## config.mk

```make
export PLATFORM = sky130hd
export DESIGN_NAME = mem_fault_capture
export DESIGN_NICKNAME = d
export VERILOG_FILES = /design/src/rtl/mfsc_pkg.sv /design/src/rtl/mfsc_flag_bank.sv /design/src/rtl/mfsc_addr_capture.sv /design/src/rtl/mfsc_bus_if.sv /design/src/rtl/mem_fault_capture.sv
export SDC_FILE = /design/constraint.sdc
export NUM_CORES = 1
export LEC_CHECK = 0
export BUFFER_PORTS_ARGS = -buffer_cell sky130_fd_sc_hd__buf_2
export CAP_MARGIN = 5
export CORE_MARGIN = 4
export CORE_UTILIZATION = 47
export DETAILED_ROUTE_END_ITERATION = 10
export PLACE_DENSITY = 0.79
export RECOVER_POWER = 25
export SLEW_MARGIN = 25
export SYNTH_ARGS = -nofsm -noshare
export SYNTH_HDL_FRONTEND = slang
export SYNTH_HIERARCHICAL = 1
export SYNTH_SLANG_ARGS = --single-unit
```

## constraint.sdc

```tcl
create_clock -name clk -period 0.9 [get_ports clk]
set_input_delay 0.045 -clock clk [delete_from_list [all_inputs] [get_ports clk]]
set_output_delay 0.045 -clock clk [all_outputs]
set_load 0.01 [all_outputs]
```

## src/rtl/mfsc_pkg.sv

```systemverilog
// Package: shared layout constants for the memory fault status capture block.
// Assumes an 8-bit status byte. The bit positions are fixed because software decodes them.
package mfsc_pkg;
    localparam int STAT_W  = 8;
    localparam int B_IACC  = 0;
    localparam int B_DACC  = 1;
    localparam int B_UNSTK = 3;
    localparam int B_STK   = 4;
    localparam int B_LAZY  = 5;
    localparam int B_VALID = 7;
    // Bits holding a real flag. Bits 2 and 6 are reserved.
    localparam logic [STAT_W-1:0] IMPL_MASK = 8'b1011_1011;
    localparam int WORD_STAT = 0;
    localparam int WORD_ADDR = 1;
endpackage

```

## src/rtl/mfsc_flag_bank.sv

```systemverilog
// Module: mfsc_flag_bank
// A row of sticky flags with write-one-to-clear behaviour.
// A set request beats a clear request for the same bit.
// Assumes set requests are one-cycle pulses. Reserved positions are tied to 0.
module mfsc_flag_bank
    import mfsc_pkg::*;
#(
    parameter int          WIDTH = STAT_W,
    parameter logic [WIDTH-1:0] MASK = IMPL_MASK
) (
    input  logic             clk,
    input  logic             rst_n,
    input  logic [WIDTH-1:0] set_vec,
    input  logic [WIDTH-1:0] clr_vec,
    output logic [WIDTH-1:0] q
);
    for (genvar i = 0; i < WIDTH; i++) begin : g_bit
        if (MASK[i]) begin : g_flag
            logic flag_q;
            // Sticky flag: reset to 0, set wins, otherwise clear on write-one.
            always_ff @(posedge clk) begin
                if (!rst_n)          flag_q <= 1'b0;
                else if (set_vec[i]) flag_q <= 1'b1;
                else if (clr_vec[i]) flag_q <= 1'b0;
            end
            assign q[i] = flag_q;
        end else begin : g_rsvd
            // Reserved position: held at zero, requests discarded.
            assign q[i] = set_vec[i] & clr_vec[i] & 1'b0;
        end
    end
endmodule

```

## src/rtl/mfsc_addr_capture.sv

```systemverilog
// Module: mfsc_addr_capture
// Holds the last faulting data address. It loads only on a capture strobe.
// Assumes the address input is valid in the strobe cycle.
module mfsc_addr_capture #(
    parameter int ADDR_W = 32
) (
    input  logic              clk,
    input  logic              rst_n,
    input  logic              load,
    input  logic [ADDR_W-1:0] addr_in,
    output logic [ADDR_W-1:0] addr_q
);
    // Address latch: reset to 0, load on strobe, hold otherwise.
    always_ff @(posedge clk) begin
        if (!rst_n)    addr_q <= '0;
        else if (load) addr_q <= addr_in;
    end
endmodule

```

## src/rtl/mfsc_bus_if.sv

```systemverilog
// Module: mfsc_bus_if
// Decodes register bus writes into status clear requests and selects read data.
// Assumes a combinational read and a single-cycle write strobe.
// The address word is read-only.
module mfsc_bus_if
    import mfsc_pkg::*;
#(
    parameter int ADDR_W = 32,
    parameter int DATA_W = 32,
    parameter int REG_AW = 1
) (
    input  logic              bus_wen,
    input  logic [REG_AW-1:0] bus_addr,
    input  logic [STAT_W-1:0] bus_wdata,
    input  logic [STAT_W-1:0] status,
    input  logic [ADDR_W-1:0] fault_addr,
    output logic [STAT_W-1:0] clr_vec,
    output logic [DATA_W-1:0] bus_rdata
);
    localparam logic [REG_AW-1:0] IDX_STAT = REG_AW'(WORD_STAT);
    localparam logic [REG_AW-1:0] IDX_ADDR = REG_AW'(WORD_ADDR);

    // Write decode: only the status word accepts clear requests.
    always_comb begin
        clr_vec = '0;
        if (bus_wen && bus_addr == IDX_STAT) clr_vec = bus_wdata;
    end

    // Read mux: status is zero-extended, the address is returned as is.
    always_comb begin
        bus_rdata = '0;
        if (bus_addr == IDX_STAT)      bus_rdata = DATA_W'(status);
        else if (bus_addr == IDX_ADDR) bus_rdata = DATA_W'(fault_addr);
    end
endmodule

```

## src/rtl/mem_fault_capture.sv

```systemverilog
// Module: mem_fault_capture (top)
// Records memory-protection faults in a sticky status byte.
// On a data violation it captures the faulting address and raises the valid flag.
// Assumes one-cycle fault pulses and a synchronous active-low reset.
module mem_fault_capture
    import mfsc_pkg::*;
#(
    parameter int ADDR_W = 32,
    parameter int DATA_W = 32,
    parameter int REG_AW = 1
) (
    input  logic              clk,
    input  logic              rst_n,
    input  logic              iacc_fault_i,
    input  logic              xn_fetch_i,
    input  logic              dacc_fault_i,
    input  logic [ADDR_W-1:0] dacc_addr_i,
    input  logic              stk_fault_i,
    input  logic              unstk_fault_i,
    input  logic              lazyfp_fault_i,
    input  logic              bus_wen_i,
    input  logic [REG_AW-1:0] bus_addr_i,
    input  logic [STAT_W-1:0] bus_wdata_i,
    output logic [DATA_W-1:0] bus_rdata_o
);
    logic [STAT_W-1:0] set_vec;
    logic [STAT_W-1:0] clr_vec;
    logic [STAT_W-1:0] status_q;
    logic [ADDR_W-1:0] fault_addr_q;

    // Set mapping: each fault source raises its flag. A data violation also raises valid.
    always_comb begin
        set_vec          = '0;
        set_vec[B_IACC]  = iacc_fault_i | xn_fetch_i;
        set_vec[B_DACC]  = dacc_fault_i;
        set_vec[B_UNSTK] = unstk_fault_i;
        set_vec[B_STK]   = stk_fault_i;
        set_vec[B_LAZY]  = lazyfp_fault_i;
        set_vec[B_VALID] = dacc_fault_i;
    end

    mfsc_flag_bank #(.WIDTH(STAT_W), .MASK(IMPL_MASK)) u_flags (
        .clk     (clk),
        .rst_n   (rst_n),
        .set_vec (set_vec),
        .clr_vec (clr_vec),
        .q       (status_q)
    );

    mfsc_addr_capture #(.ADDR_W(ADDR_W)) u_addr (
        .clk     (clk),
        .rst_n   (rst_n),
        .load    (dacc_fault_i),
        .addr_in (dacc_addr_i),
        .addr_q  (fault_addr_q)
    );

    mfsc_bus_if #(.ADDR_W(ADDR_W), .DATA_W(DATA_W), .REG_AW(REG_AW)) u_bus (
        .bus_wen    (bus_wen_i),
        .bus_addr   (bus_addr_i),
        .bus_wdata  (bus_wdata_i),
        .status     (status_q),
        .fault_addr (fault_addr_q),
        .clr_vec    (clr_vec),
        .bus_rdata  (bus_rdata_o)
    );
endmodule

```

==> run metrics, run 1 <==
Synth Warn # 6; hpwl dp roughly 2.8 mm; leakage power 1.35 nW; Peak VDD IR between 0.8 and 0.9 mV; layer with the highest usage met2; Mapped Cells roughly 170; Initial DRT Pass Iterations 4; fin nets roughly 300; antenna violations before repair 0; Site Rows 22; Min Hold Slack around 0.022 ns; Startpoint Class flop; Final WS setup -0.145 ns; largest net degree at the start of global routing 39; violated checks setup timing; CTS tree yes; Final Core Density a little under three quarters; drt wl/cell 13.8 µm; Max Cap Violations 0; type of the tightest min-delay check in -> reg; Fin Clk Skew 0 ns; worst rel slew slack 64.6%; RSZ-0062 raised after global routing yes; DRC 0; Reg area 792 µm²; setup violators final 24; outcome finished with violations; FMAX roughly 960 MHz; GR Util met2 a little over a quarter; Multi-input gate area approximately 1000 µm²; fill cell count 294; Req. time, crit path about 0.85 ns; Reg clk slew, reported paths 0.07 ns; CTS sink cnt 38; worst-margin pin slew approximately 0.53 ns; die width about 72 µm; final period utilization 116%; Final min period 1.04 ns; met3 usage between 4 and 5%; Critical Path Sink Type primary output; DIE AREA 5150 µm²; syn avg cell area between 10 and 15 µm²; GR Util met1 20.8%; GRT Total Usage roughly 16%; vias in the first global route 1,467; Final Instance Area 2730 µm²; Boundary Pins a little over 80; Syn Std Cell Area 1910 µm²; Initial Util 50.3%; diode count 0; CP Class reg -> out; Clock Path Buffers 2; Core Footprint around 3800 µm²; pre-CTS WS -0.0363 ns; worst skew pair latency 0.28 ns; Num CTS Buffers 5; Vias/cell ~4.6; Final Hold Fails 0; placed cell areas roughly 2300 µm²; global route overflow 0; layout cells sized above 1 between 60% and 70%; Design Power between 4 and 5 mW; Power Dens Cells between 1500 and 2000 nW/µm²; Chip Height around 72 µm; GP Congestion between 0.6 and 0.7; starting DRC count in detailed routing between 50 and 60; final WL slightly above 4 mm; Vias around 1,400; crit-path max FO 2; max-slew violation count 0; Worst Path Arrival 1.00 ns; H-tree depth 2; CTS Root Cell clkbuf_8; IO buf count 79; Area Overhead vs Synth 42.8%; Routed Antenna Nets 0; first-pass GRT wire length between 6 and 7 mm
-- per-stage QoR --
step                std cells  TNS (ns)
detailed placement        289    -0.160
floorplan                 174         0
CTS                       301     -1.70
global placement          289    -0.119
finish                    302     -1.19
global route              302     -2.26
-- registers in the layout (all words and copies together) (netlist names) --
name	flops
u_addr/addr_q	32
u_flags/g_bit.g_flag.flag_q	6
-- worst max-delay path, stage by stage, from the launching register on --
cell	delay, ns
dfxtp_2	0.33
mux2_4	0.27
buf_6	0.12
-- cell type report --
| cell class | instances | share of cell area [%] |
|---|---|---|
| repair buffers | 91 | 25.4 |
| clock inverters | 2 | 2.20 |
| flip-flops and latches | 38 | 29.0 |
| multi-input cells | 117 | 38.1 |
| clock buffers | 6 | 3.03 |
| well taps | 48 | 2.20 |
-- placed cells by master (no fill, tap or decap), drive strengths merged --
cell type / count
and2: 24
and3b: 6
buf: 88
bufinv: 2
clkbuf: 6
conb: 2
dfxtp: 38
dlygate4sd3: 3
mux2: 8
mux2i: 32
nor2b: 38
o21a: 6
or2: 1
-- report_power, final --
part	switching (mW)	internal [mW]	total, mW	leakage [nW]
combinational	0.288	0.476	0.765	0.958
clock	0.564	1.18	1.75	0.0714
sequential	0.0538	1.80	1.85	0.322
total	0.906	3.46	4.36	1.35
-- per-layer routing --
layer  vias to the layer above  wire [µm]  part of all wire (%)
met5                         -          0                     0
met4                         0          0                     0
met3                         0        290                   7.0
met2                        50       2170                    52
met1                       641       1690                    41
li1                        713          -                     -
-- worst paths after layout --
kind / slack, ns / cells past startpoint / to / from
worst min-delay path: 0.02 / 3 / u_addr/addr_q[20] / dacc_addr_i[20]
worst max-delay path: -0.14 / 2 / bus_rdata_o[5] / u_flags/g_bit[5].g_flag.flag_q
worst min register to register: 0.51 / 2 / u_addr/addr_q[29] / u_addr/addr_q[29]
worst max register to register: 0.07 / 3 / u_flags/g_bit[3].g_flag.flag_q / u_flags/g_bit[3].g_flag.flag_q
-- timing repair --
| item | CTS | global route |
|---|---|---|
| setup buffers | 1 | 1 |
| pin swaps | 6 | 0 |
| hold buffers | 3 | 0 |
| setup endpoints to repair | 32 | 32 |
| resized for setup | 36 | 47 |
| hold endpoints to repair | 3 | 0 |
Power figures use the tool's default switching activity.
==> inputs of run 2 (changes only) <==
--- a/config.mk
+++ b/config.mk
@@ -7,6 +7,7 @@
 export LEC_CHECK = 0
 export BUFFER_PORTS_ARGS = -buffer_cell sky130_fd_sc_hd__buf_2
 export CAP_MARGIN = 5
+export CORE_ASPECT_RATIO = 0.6
 export CORE_MARGIN = 4
 export CORE_UTILIZATION = 47
 export DETAILED_ROUTE_END_ITERATION = 10
==> run metrics, run 2 (synthesized netlist as in run 1, its figures left out) <==
vias in the first global route 1,415 (-3.5%); Fin Clk Skew 0 ns (unchanged); Largest Register u_addr/addr_q; Site Rows 17 (-23%); reg2reg setup slack 0.09 ns (+0.02 ns); GRT Total Usage 15.3% (-1.1 points); max-slew violation count 0 (unchanged); CP Class reg -> out; Worst Path Arrival 0.99 ns (about the same); IO buf count 79 (unchanged); CTS sink cnt 38 (unchanged); type of the tightest min-delay check in -> reg; Min Hold Slack 0.0221 ns (-0.0000280 ns); diode count 0 (unchanged); Req. time, crit path 0.85 ns (about the same); FMAX 967 MHz (+1.0%); worst r2r src u_flags/g_bit[3].g_flag.flag_q; worst-case reg-to-reg path depth 3 (unchanged); internal power 2.79 mW (-19%); Reg2Reg Capture Point u_flags/g_bit[3].g_flag.flag_q; Top Registers u_addr/addr_q x32, u_flags/g_bit.g_flag.flag_q x6; RSZ-0062 raised after global routing yes; starting DRC count in detailed routing 20 (-62%); Vias 1,366 (-2.7%); antenna violations before repair 0 (unchanged); Critical Path Sink Type primary output; Reg clk slew, reported paths 0.07 ns (about the same); Final WS setup -0.134 ns (+0.0106 ns); Peak VDD IR 0.654 mV (-23%); Final Hold Fails 0 (unchanged); net load switching power 0.856 mW (-5.6%); pre-CTS WS 0.00251 ns (+0.0388 ns); Worst Setup SP u_flags/g_bit[1].g_flag.flag_q; DRC 0 (unchanged); Final Instance Area 2610 µm² (-4.4%); CTS tree yes; Clock Path Buffers 2 (unchanged); CTS Root Cell clkbuf_8; Power Dens Cells 1400 nW/µm² (-13%); fin nets 302 (-0.33%); most frequent cells in the layout 57 x buf_2, 32 x mux2i_1, 32 x nor2b_1; hpwl dp 2.75 mm (-1.7%); GP Congestion 0.702 (+1.8%); layout cells sized above 1 57.9% (-3.9 points); DIE AREA 5180 µm² (+0.65%); Initial Util 50.5% (+0.17 points); Max Cap Violations 0 (unchanged); most common cell after layout, fill and taps aside buf_2; placed cell areas 2270 µm² (+0.39%); Core Footprint 3790 µm² (-0.33%); Worst Setup EP bus_rdata_o[1]; final WL 3.88 mm (-6.6%); global route overflow 0 (unchanged); Vias/cell 4.57 (-1.7%); clock power share 29.0% (-11 points); Num CTS Buffers 5 (unchanged); H-tree depth 2 (unchanged); leakage power 1.31 nW (-3.5%); max FFs per register 32 (unchanged); Startpoint Class flop; drt wl/cell 13.0 µm (-5.7%); Final Core Density 68.9% (-2.9 points); fill cell count 305 (+3.7%); Hold Crit Depth 3 (unchanged); HP Start dacc_addr_i[23]; Chip Height 57.4 µm (-20%); largest net degree at the start of global routing 39 (unchanged); crit-path max FO 2 (unchanged); switching share of total power 23.4% (+2.7 points); Routed Antenna Nets 0 (unchanged); Setup TNS -1.01 ns (+0.178 ns); first-pass GRT wire length 6.53 mm (-2.3%); Area Overhead vs Synth 36.5%; worst-margin pin slew 0.559 ns (+0.0283 ns); Initial DRT Pass Iterations 4 (unchanged); outcome finished with violations; final period utilization 115% (-1.2 points); violated checks setup timing; worst rel slew slack 62.7% (-1.9 points); Boundary Pins 82 (unchanged); sequential share of power 50.7% (+8.2 points); Final min period 1.03 ns (-0.0106 ns); worst skew pair latency 0.27 ns (about the same); die width 90.3 µm (+26%); setup violators final 8 (-67%); combinational share of power 20.3% (+2.8 points)
-- run 2: changes by cell type in the layout (fill, tap and decap cells not counted), sizes merged --
| cell | delta |
|---|---|
| clkbuf | +1 |
| bufinv | -2 |
| buf | -1 |
-- run 2: cell type report --
class	instances	area, µm²	area share (%)
multi-input combinational	117	1020	39.1
clock buffer	7	76.3	2.93
sequential	38	793	30.4
timing repair buffer	90	661	25.3
tap	47	58.8	2.25
-- run 2: metal layers --
layer	global-route usage (%)	up-vias	part of all wire, %
li1	-	708	-
met1	20.2	618	46
met2	24.6	38	47
met3	4.61	2	6.5
met4	3.92	0	0.57
met5	0	-	0
-- run 2: how the worst min path moves through the flow --
stage / endpoint
after global routing: u_addr/addr_q[5]
final: u_addr/addr_q[23]
after detailed placement: u_flags/g_bit[3].g_flag.flag_q
after CTS: u_addr/addr_q[23]
after floorplan: u_flags/g_bit[0].g_flag.flag_q
after global placement: u_flags/g_bit[5].g_flag.flag_q
-- run 2: stage by stage --
step                      cells  power (mW)
final                       299        3.65
after global placement      286        2.49
after detailed placement    286        2.51
after global routing        299        3.87
after floorplan             174        2.31
after CTS                   299        3.67
-- run 2: power groups by stage --
| stage | sequential (mW) | combinational (mW) | clock [mW] |
|---|---|---|---|
| global route | 1.86 | 0.811 | 1.20 |
| finish | 1.85 | 0.742 | 1.06 |
| floorplan | 1.86 | 0.452 | 0 |
| detailed placement | 1.87 | 0.633 | 0 |
| global placement | 1.87 | 0.625 | 0 |
| CTS | 1.85 | 0.709 | 1.11 |
-- run 2: critical path: stages, from the launching register on --
cell and delay, ns:
dfxtp_2 0.32, mux2_4 0.27, buf_6 0.12
-- run 2: timing repair --
item | CTS | global route
hold buffers | 3 | 0
setup endpoints to repair | 32 | 32
resized for setup | 44 | 23
hold endpoints to repair | 3 | 0
pin swaps | 19 | 0
buffers inserted | 3 | 0
